## config.mk

```make
export PLATFORM = sky130hd
export DESIGN_NAME = compl_addsub
export DESIGN_NICKNAME = d
export VERILOG_FILES = /design/src/rtl/compl_addsub_pkg.sv /design/src/rtl/compl_addsub_fa.sv /design/src/rtl/compl_addsub_ctrl.sv /design/src/rtl/compl_addsub_dp.sv /design/src/rtl/compl_addsub.sv
export SDC_FILE = /design/constraint.sdc
export NUM_CORES = 1
export LEC_CHECK = 0
export BUFFER_PORTS_ARGS = -buffer_cell sky130_fd_sc_hd__clkbuf_2
export CAP_MARGIN = 5
export CORE_AREA = 2 2 39 41
export DETAILED_ROUTE_END_ITERATION = 10
export DIE_AREA = 0 0 41 43
export SLEW_MARGIN = 15
export SYNTH_ARGS = -nofsm -noshare
export SYNTH_HDL_FRONTEND = slang
export SYNTH_SLANG_ARGS = --single-unit
```

## constraint.sdc

```tcl
create_clock -name vclk -period 5.9
set_clock_uncertainty 0.05 [all_clocks]
set_input_delay 1.18 -clock vclk [all_inputs]
set_output_delay 1.18 -clock vclk [all_outputs]
set_load 0.03 [all_outputs]
```

## src/rtl/compl_addsub_pkg.sv

```systemverilog
package compl_addsub_pkg;

  typedef enum logic {
    ARITH_TWOS = 1'b0,
    ARITH_ONES = 1'b1
  } arithModeT;

  typedef struct packed {
    logic invertB;     // pass ~opB through the operand multiplexer
    logic carryIn;     // carry into column 0 of the main chain
    logic wrapCarry;   // feed top carry back into column 0 of the result
    logic onesOvfRule; // select the sign-based overflow rule
  } addsubCtrlT;

endpackage

```

## src/rtl/compl_addsub_fa.sv

```systemverilog
module compl_addsub_fa (
  input  logic x,
  input  logic y,
  input  logic cin,
  output logic s,
  output logic cout
);
  logic halfSum;
  assign halfSum = x ^ y;
  assign s       = halfSum ^ cin;
  assign cout    = (x & y) | (halfSum & cin);
endmodule

```

## src/rtl/compl_addsub_ctrl.sv

```systemverilog
module compl_addsub_ctrl
  import compl_addsub_pkg::*;
(
  input  logic       minus,
  input  arithModeT  mode,
  output addsubCtrlT ctrl
);
  always_comb begin
    ctrl = '0;
    ctrl.invertB = minus;
    unique case (mode)
      ARITH_TWOS: begin
        ctrl.carryIn     = minus;
        ctrl.wrapCarry   = 1'b0;
        ctrl.onesOvfRule = 1'b0;
      end
      ARITH_ONES: begin
        ctrl.carryIn     = 1'b0;
        ctrl.wrapCarry   = 1'b1;
        ctrl.onesOvfRule = 1'b1;
      end
      default: ctrl = '0;
    endcase
  end
endmodule

```

## src/rtl/compl_addsub_dp.sv

```systemverilog
module compl_addsub_dp
  import compl_addsub_pkg::*;
#(
  parameter int N = 4
) (
  input  logic [N-1:0] opA,
  input  logic [N-1:0] opB,
  input  addsubCtrlT   ctrl,
  output logic [N-1:0] sum,
  output logic         carryOut,
  output logic         overflow
);
  localparam int MSB = N - 1;

  logic [N-1:0] bSel;
  logic [N-1:0] rawSum;
  logic [N:0]   chain;
  logic [N-1:0] wrapChain;
  logic         twosOvf;
  logic         onesOvf;

  assign chain[0] = ctrl.carryIn;

  // operand multiplexer and main ripple chain
  for (genvar i = 0; i < N; i++) begin : g_col
    assign bSel[i] = ctrl.invertB ? ~opB[i] : opB[i];
    compl_addsub_fa fa_i (
      .x   (opA[i]),
      .y   (bSel[i]),
      .cin (chain[i]),
      .s   (rawSum[i]),
      .cout(chain[i+1])
    );
  end

  // end-around increment: half-adder chain on the raw result
  assign wrapChain[0] = ctrl.wrapCarry & chain[N];
  for (genvar i = 1; i < N; i++) begin : g_wrap
    assign wrapChain[i] = rawSum[i-1] & wrapChain[i-1];
  end
  assign sum = rawSum ^ wrapChain;

  assign carryOut = chain[N];
  assign twosOvf  = chain[N] ^ chain[MSB];
  assign onesOvf  = (opA[MSB] == bSel[MSB]) && (sum[MSB] != opA[MSB]);
  assign overflow = ctrl.onesOvfRule ? onesOvf : twosOvf;
endmodule

```

## src/rtl/compl_addsub.sv

```systemverilog
module compl_addsub
  import compl_addsub_pkg::*;
#(
  parameter int N = 4
) (
  input  logic [N-1:0] opA,
  input  logic [N-1:0] opB,
  input  logic         minus,
  input  logic         onesMode,
  output logic [N-1:0] sum,
  output logic         carryOut,
  output logic         overflow
);
  addsubCtrlT ctrl;
  arithModeT  mode;

  assign mode = arithModeT'(onesMode);

  compl_addsub_ctrl ctrl_i (
    .minus(minus),
    .mode (mode),
    .ctrl (ctrl)
  );

  compl_addsub_dp #(.N(N)) dp_i (
    .opA     (opA),
    .opB     (opB),
    .ctrl    (ctrl),
    .sum     (sum),
    .carryOut(carryOut),
    .overflow(overflow)
  );
endmodule

```

======== Yosys cells after proc, flatten, opt, wreduce, memory -nomap -nowiden ========
Index checks and enable logic that the tools add are counted.
operators by class
  bitwise logic cells ..................... 31
  reductions and logical operators ........ 1
  div/mod/pow operators ................... 0
  $lt $le $gt $ge ......................... 0
  equality and inequality tests ........... 2
  $mul .................................... 0
  shift-type cells ........................ 0
  muxes and demuxes ....................... 6
  $add $sub $neg .......................... 0
operators with widths
  cell               number
  $and 1x1->1        12
  $xor 1x1->1        9
  $pmux 3 s2         1
  $mux 1             5
  $not 1->1          5
  $or 1x1->1         4
  $xor 4x4->4        1
  $eq 1x1->1         1
  $logic_and 1x1->1  1
  $ne 1x1->1         1
storage, ports and cells
  bits in registers ....................... 0
  memory bits (writable) .................. 0
  logic and storage cells ................. 40
  latch bits .............................. 0
  memories kept ........................... 0
  ROM bits ................................ 0

======== Depth between registers and ports, before layout ========
Gate-level depths: netlist (run 1).
  depth in word-level cells ............... 19
  mapped depth ............................ 14

======== By module ========
Synthesis (run 1) repeated with hierarchy kept, for this count alone.
second synthesis, totals
  cells, all modules ...................... 23
  area, all modules ....................... 237.7 um2
by module, submodules not included
  module             area each (um2)  cells each  seq. area each (um2)  instances
  compl_addsub_dp    121.4            15          0.0                   1
  compl_addsub_fa    20.0             1           0.0                   4
  compl_addsub_ctrl  36.3             4           0.0                   1

======== Least setup slack after synthesis (run 1) ========
No wires, ideal clock.
  path kind ............................... input port to output port
  start ................................... input port minus
  end ..................................... output port overflow
  buffers on the path ..................... 1
  arrival ................................. 4498 ps
  cell stages on the path ................. 14
  path slack .............................. 172 ps
  cells stage by stage .................... buf_2 xor2_1 fa_1 fa_1 inv_1 fa_1 inv_1 fa_1 and2_1 ha_1 ha_1 ha_1 xnor3_1 o22ai_2
on the way
  cells in the longest elaborated chain, start to end .. 18
  elaborated cells on any way between the ends .. 35
  classes of those cells .................. 2 x eq/ne; 6 x mux; 26 x bitwise; 1 x reduce/logical
ends and longest elaborated chain
  what                       RTL line               source
  start: declaration         compl_addsub.sv:8      input logic minus,
  $mux 1                     compl_addsub_dp.sv:26  assign bSel[i] = ctrl.invertB ? ~opB[i] : opB[i];
  $xor 1x1->1                compl_addsub_fa.sv:9   assign halfSum = x ^ y;
  $and 1x1->1                compl_addsub_fa.sv:11  assign cout = (x & y) | (halfSum & cin);
  $or 1x1->1                 compl_addsub_fa.sv:11
  $and 1x1->1                compl_addsub_fa.sv:11
  $or 1x1->1                 compl_addsub_fa.sv:11
  $and 1x1->1                compl_addsub_fa.sv:11
  $or 1x1->1                 compl_addsub_fa.sv:11
  $and 1x1->1                compl_addsub_fa.sv:11
  $or 1x1->1 (*)             compl_addsub_fa.sv:11
  net carryOut               compl_addsub.sv:11     output logic carryOut,
  $and 1x1->1                compl_addsub_dp.sv:37  assign wrapChain[0] = ctrl.wrapCarry & chain[N];
  $and 1x1->1 (3 in series)  compl_addsub_dp.sv:39  assign wrapChain[i] = rawSum[i-1] & wrapChain[i-1];
  $xor 4x4->4                compl_addsub_dp.sv:41  assign sum = rawSum ^ wrapChain;
  $ne 1x1->1                 compl_addsub_dp.sv:45  assign onesOvf = (opA[MSB] == bSel[MSB]) && (sum[MSB] != opA[MSB]);
  $logic_and 1x1->1          compl_addsub_dp.sv:45
  $mux 1 (*)                 compl_addsub_dp.sv:46  assign overflow = ctrl.onesOvfRule ? onesOvf : twosOvf;
  end: declaration           compl_addsub.sv:12     output logic overflow
Mark *: on every way through the listed nets, which the timed path passes. The rest lies on a longest branch.

======== Final worst setup path (run 1) ========
  start ................................... input port minus
  end ..................................... output port overflow
on the way
  cells in the longest elaborated chain, start to end .. 18
  elaborated cells on any way between the ends .. 35
  classes of those cells .................. 2 x eq/ne; 6 x mux; 26 x bitwise; 1 x reduce/logical
ends and longest elaborated chain
  what                       RTL line
  $mux 1                     compl_addsub_dp.sv:26
  $xor 1x1->1                compl_addsub_fa.sv:9
  $and 1x1->1                compl_addsub_fa.sv:11
  $or 1x1->1                 compl_addsub_fa.sv:11
  $and 1x1->1                compl_addsub_fa.sv:11
  $or 1x1->1                 compl_addsub_fa.sv:11
  $and 1x1->1                compl_addsub_fa.sv:11
  $or 1x1->1                 compl_addsub_fa.sv:11
  $and 1x1->1                compl_addsub_fa.sv:11
  $or 1x1->1                 compl_addsub_fa.sv:11
  $and 1x1->1                compl_addsub_dp.sv:37
  $and 1x1->1 (3 in series)  compl_addsub_dp.sv:39
  $xor 4x4->4                compl_addsub_dp.sv:41
  $ne 1x1->1                 compl_addsub_dp.sv:45
  $logic_and 1x1->1          compl_addsub_dp.sv:45
  $mux 1 (*)                 compl_addsub_dp.sv:46
Every way passes the cells marked *; elsewhere a longest branch is shown, timed or not.

==> results of run 1 <==
cells by family (layout without fill, tap and decap cells):
logic type,after synthesis,after routing
adder cells (fa/ha/maj),8,8
XOR/XNOR,7,7
AO/OA/AOI/OAI,1,1
buffers and inverters,5,20
AND/OR/NAND/NOR,3,3
cells in the final DEF, fill, tap and decap left out:
master / count
fa_1: 4
nor2b_1: 1
clkbuf_2: 16
xor2_1: 5
inv_1: 4
nand2b_1: 1
xnor2_1: 1
o22ai_2: 1
ha_1: 4
and2_1: 1
xnor3_1: 1
through the flow:
step,util [%],area (sq um),power (mW),instances,hold WS [ps]
floorplan,-,256.5,0.06094,24,2452
global placement,25.41,351.6,0.07666,55,2702
detailed placement,25.41,351.6,0.07687,55,2706
CTS,25.41,351.6,0.07719,55,2706
global route,25.41,351.6,0.08293,55,2726
finish,25.41,351.6,0.07533,55,2696
power groups by stage:
stage          Sequential (mW)  Combinational [mW]  Clock [mW]
2_1_floorplan                0              0.0609           0
3_3_place_gp                 0              0.0767           0
3_5_place_dp                 0              0.0769           0
4_1_cts                      0              0.0772           0
5_1_grt                      0              0.0829           0
6_report                     0              0.0753           0
routing by layer:
layer	up-vias	GRT usage, %	wire (um)
met5	-	0	0
met4	0	0	0
met3	0	0.5236	46
met2	8	10.63	232
met1	85	7.166	151
li1	103	-	-
tightest hold or removal path: cells and delay by family:
| kind | cells | cell delay [ps] |
|---|---|---|
| AOI/OAI and AO/OA | 1 | 90 |
| buffers and inverters | 2 | 300 |
final timing paths:
check	cells after the start	from	endpoint
max	15	minus	overflow
min	3	onesMode	overflow
final cells by class:
cell class                 instances  area share [%]
inverter                           4           4.270
tap                               16           5.694
multi-input combinational         19           67.26
timing repair buffer              16           22.78
==> impl_metrics.py, run 1 <==
metrics = {
    "floorplanning": {
        "rows": 14,
        "core_sq_um": 1384,
        "num_io_pins": 16,
        "dieArea_sq_um": 1763,
        "start_util_pct": 18.54,
        "die_y_um": 43,
        "die_w_um": 41,
    },
    "synthesis": {
        "synth_nets": 42,
        "synth_compound_area_share_pct": 4.878,
        "yosys_warnings": 0,
        "yosysTopAreaCell": "fa_1",
        "synthSimpleGateAreaFrac_pct": 7.317,
        "synth_top_area_share_pct": 31.22,
        "ys_top_cells_by_count": "xor2_1 (5), fa_1 (4), ha_1 (4), inv_1 (4)",
        "netlist_area_sq_um": 256.5,
        "synthXorXnorAreaFrac_pct": 29.27,
        "syn_avg_cell_area_sq_um": 10.69,
        "yosysMostFrequentCell": "xor2_1",
        "yosysUniqueCellTypes": 11,
        "ys_seq_area_share_pct": 0,
        "synth_top_family_by_area": "adder cells",
        "synthCells": 24,
        "synthAdderAreaFrac_pct": 50.73,
        "synthTopCellsByArea": "fa_1 (31%), ha_1 (20%), xor2_1 (17%)",
        "muxShareOfSynthArea_pct": 0,
    },
    "global_route": {
        "track_usage_pct": 5.746,
        "overflow": 0,
        "grt_pass1_vias": 188,
        "grt_pass1_wl_um": 724,
        "antenna_found_initial": 0,
        "grt_max_degree": 6,
    },
    "cells_and_area": {
        "nClkBuffers": 0,
        "nNetsFinal": 59,
        "multi_input_area_sq_um": 236.5,
        "antennaDiodeCount": 0,
        "regArea_sq_um": 0,
        "layout-drive-gt1-share_pct": 43.59,
        "seq_cells": 0,
        "area_growth_pct": 37.07,
        "fillCellCount": 154,
    },
    "sta": {
        "setup_viol": 0,
        "hold_viol": 0,
        "setup_tns_ps": 0,
        "maxSlewViolCount": 0,
        "finalCriticalPeriod_ps": 5669,
        "worst_slew_pin_slew_ps": 241.4,
        "maxSlewHeadroom_pct": 83.85,
        "rsz0062_at_grt": "false",
        "final.period_utilization_pct": 96.09,
        "worst_slack_ps": 231.0,
        "fmax_mhz": 176.4,
    },
    "worst_hold_path": {
        "hp-class": "primary input to output pin",
    },
    "pwr": {
        "seqPwrFrac_pct": 0,
        "power_frac_clock_pct": 0,
        "internal-power_mw": 0.02887,
        "p_comb_share_pct": 100.0,
        "switchingPower_mw": 0.04646,
        "p_leak_nw": 0.1978,
        "p_sw_share_pct": 61.68,
        "power_density_nw_per_um2": 214.3,
        "peakVddDrop_uv": 50.03,
    },
    "outcome": {
        "status": "complete, no violations",
    },
    "clock_tree": {
        "ctsHoldBuffers": 0,
        "cts_resized": 0,
        "cts_setup_buffers": 0,
    },
    "critical_path": {
        "crit_path_start_kind": "primary input",
        "end_kind": "output pin",
        "worstPathMaxFanout": 5,
        "critPathKind": "primary input to output pin",
        "slowest_delay_ps": 410,
        "path_buf_inv": 4,
        "crit_slowest_cell": "fa_1",
        "critPathTopFamily": "adder cells",
        "path_cells": "clkbuf_2 > xor2_1 > fa_1 > fa_1 > inv_1 > fa_1 > inv_1 > fa_1 > and2_1 > ha_1 > ha_1 > ha_1 > xnor3_1 > o22ai_2 > clkbuf_2",
        "required_ps": 4670,
        "arrival_ps": 4440,
        "cpMostUsedCell": "fa_1",
    },
    "place": {
        "dp_slack_ps": 198.0,
        "dpl.hpwl_um": 442.2,
        "place_congestion": 0.7375,
        "portBuffers": 16,
    },
    "detailed_routing": {
        "drtPass1Iterations": 1,
        "drt-total-wl_um": 430,
        "antenna_left": 0,
        "vias": 196,
        "routedWlPerCell_um": 7.818,
        "drt-initial-drc-count": 0,
        "drc_errors": 0,
        "viasPerCell": 3.564,
    },
    "run": {
        "maxCapViolCount": 0,
    },
}
Power figures use the tool's default switching activity.
==> inputs of run 2 (changes only) <==
--- a/config.mk
+++ b/config.mk
@@ -5,6 +5,7 @@
 export SDC_FILE = /design/constraint.sdc
 export NUM_CORES = 1
 export LEC_CHECK = 0
+export ABC_AREA = 1
 export BUFFER_PORTS_ARGS = -buffer_cell sky130_fd_sc_hd__clkbuf_2
 export CAP_MARGIN = 5
 export CORE_AREA = 2 2 39 41
==> run 2 against run 1 <==
  * Cell count grew 22%
  * Synthesized area grew 7.3%
  * Critical path depth grew 4
  * Maximum frequency grew 4.2%
  * Critical endpoint unchanged
  * Highest routed layer unchanged
==> impl_metrics.py, run 2 <==
metrics = {
    "cells_and_area": {
        "seq_cells": 0,
        "fillCellCount": 160,
        "final_common_cell": "clkbuf_2",
        "finish.utilization_pct": 26.58,
        "regArea_sq_um": 0,
        "final_cell_mix": "clkbuf_2 (16), inv_1 (9), nand2_1 (7), fa_1 (4), ha_1 (4)",
        "nNetsFinal": 71,
        "multi_input_area_sq_um": 234.0,
        "layout-drive-gt1-share_pct": 33.33,
        "antennaDiodeCount": 0,
        "nClkBuffers": 0,
        "final_cells": 67,
        "area_growth_pct": 33.64,
    },
    "floorplanning": {
        "die_y_um": 43,
        "core_sq_um": 1384,
        "start_util_pct": 19.89,
        "num_io_pins": 16,
        "dieArea_sq_um": 1763,
        "rows": 14,
        "die_w_um": 41,
    },
    "place": {
        "place_inst": 67,
        "portBuffers": 16,
        "place_congestion": 0.6452,
        "dpl.hpwl_um": 455.5,
        "dp_slack_ps": 423.3,
    },
    "sta": {
        "setup_viol": 0,
        "rsz0062_at_grt": "false",
        "fmax_mhz": 183.8,
        "maxSlewHeadroom_pct": 82.49,
        "final.period_utilization_pct": 92.20,
        "maxSlewViolCount": 0,
        "worst_slack_ps": 460.3,
        "worst_slew_pin_slew_ps": 261.8,
        "finalCriticalPeriod_ps": 5440,
        "setup_tns_ps": 0,
        "hold_viol": 0,
    },
    "global_route": {
        "overflow": 0,
        "grt_max_degree": 6,
        "grt_pass1_vias": 224,
        "track_usage_pct": 6.552,
        "grt_pass1_wl_um": 883,
        "antenna_found_initial": 0,
    },
    "detailed_routing": {
        "viasPerCell": 3.806,
        "drt-total-wl_um": 455,
        "routedWlPerCell_um": 6.791,
        "antenna_left": 0,
        "vias": 255,
        "drtPass1Iterations": 1,
        "drt-initial-drc-count": 0,
        "drc_errors": 0,
    },
    "synthesis": {
        "yosys_warnings": 0,
        "syn_avg_cell_area_sq_um": 7.646,
        "yosysTopAreaCell": "fa_1",
        "ys_seq_area_share_pct": 0,
        "netlist_area_sq_um": 275.3,
        "synth_nets": 54,
        "ys_top_cells_by_count": "inv_1 (9), nand2_1 (7), fa_1 (4), ha_1 (4), xor2_1 (3)",
        "synth_top_area_share_pct": 29.09,
        "yosysMostFrequentCell": "inv_1",
        "yosysUniqueCellTypes": 13,
        "synthTopCellsByArea": "fa_1 (29%), ha_1 (18%), inv_1 (12%)",
        "synthCells": 36,
    },
    "pwr": {
        "power_frac_clock_pct": 0,
        "power_density_nw_per_um2": 194.8,
        "internal-power_mw": 0.02374,
        "seqPwrFrac_pct": 0,
        "total_power_mw": 0.07167,
        "peakVddDrop_uv": 48.67,
        "p_comb_share_pct": 100.0,
        "switchingPower_mw": 0.04793,
        "p_leak_nw": 0.2232,
        "p_sw_share_pct": 66.87,
    },
    "critical_path": {
        "end_kind": "output pin",
        "worstPathMaxFanout": 5,
        "required_ps": 4670,
        "arrival_ps": 4210,
        "critPathKind": "primary input to output pin",
        "crit_path_start_kind": "primary input",
    },
    "clock_tree": {
        "ctsHoldBuffers": 0,
        "cts_setup_buffers": 0,
        "cts_resized": 0,
    },
    "outcome": {
        "status": "complete, no violations",
    },
    "worst_hold_path": {
        "min_delay_path_depth": 5,
        "hp-class": "primary input to output pin",
    },
    "run": {
        "maxCapViolCount": 0,
    },
}
==> run 2: stage by stage <==
stage	hold WS, ps	cell area, sq um
final	2765	367.9
after global routing	2804	367.9
after CTS	2769	367.9
after detailed placement	2769	367.9
after global placement	2769	367.9
after floorplan	2571	275.3
==> run 2: kinds of logic (layout without fill, tap and decap cells) <==
kind of cell               Yosys count  in the layout  synth area share (%)
and+or+nand+nor                     12             12                 21.36
adders and majority gates            8              8                 47.27
xor gates and xnor gates             4              4                 12.73
AOI/OAI and AO/OA                    2              2                 3.633
buffers and inverters               10             25                 15.00
==> run 2: final cells by class <==
class	count	share of cell area, %
Inverter	9	9.184
Tap cell	16	5.442
Timing Repair Buffer	16	21.77
Multi-Input combinational cell	26	63.61
==> run 2: final timing paths <==
check | end | from | slack [ps]
setup / recovery | overflow | minus | 460
hold / removal | overflow | onesMode | 2760
==> run 2: per-layer routing <==
metal | vias up | wire (um) | track usage, %
met5 | - | 0 | 0
met4 | 0 | 0 | 0
met3 | 0 | 25 | 0
met2 | 7 | 251 | 10.31
met1 | 111 | 177 | 10.42
li1 | 137 | - | -
==> run 2: power by group through the flow <==
stage / sequential, mW / clock (mW) / combinational (mW)
6_report: 0 / 0 / 0.0717
5_1_grt: 0 / 0 / 0.0807
4_1_cts: 0 / 0 / 0.0734
3_5_place_dp: 0 / 0 / 0.0733
3_3_place_gp: 0 / 0 / 0.0722
2_1_floorplan: 0 / 0 / 0.0574
==> run 2: worst max-delay path, stage by stage <==
cell      delay, ps
clkbuf_2        140
xor2_1          190
fa_1            410
fa_1            380
inv_1            80
fa_1            160
inv_1            70
fa_1            410
nand2_1          80
inv_1            40
ha_1            170
ha_1            180
ha_1            200
inv_1            70
nand2_1          60
nand3b_1         80
nand3_1          60
nand2_1          60
clkbuf_2        190
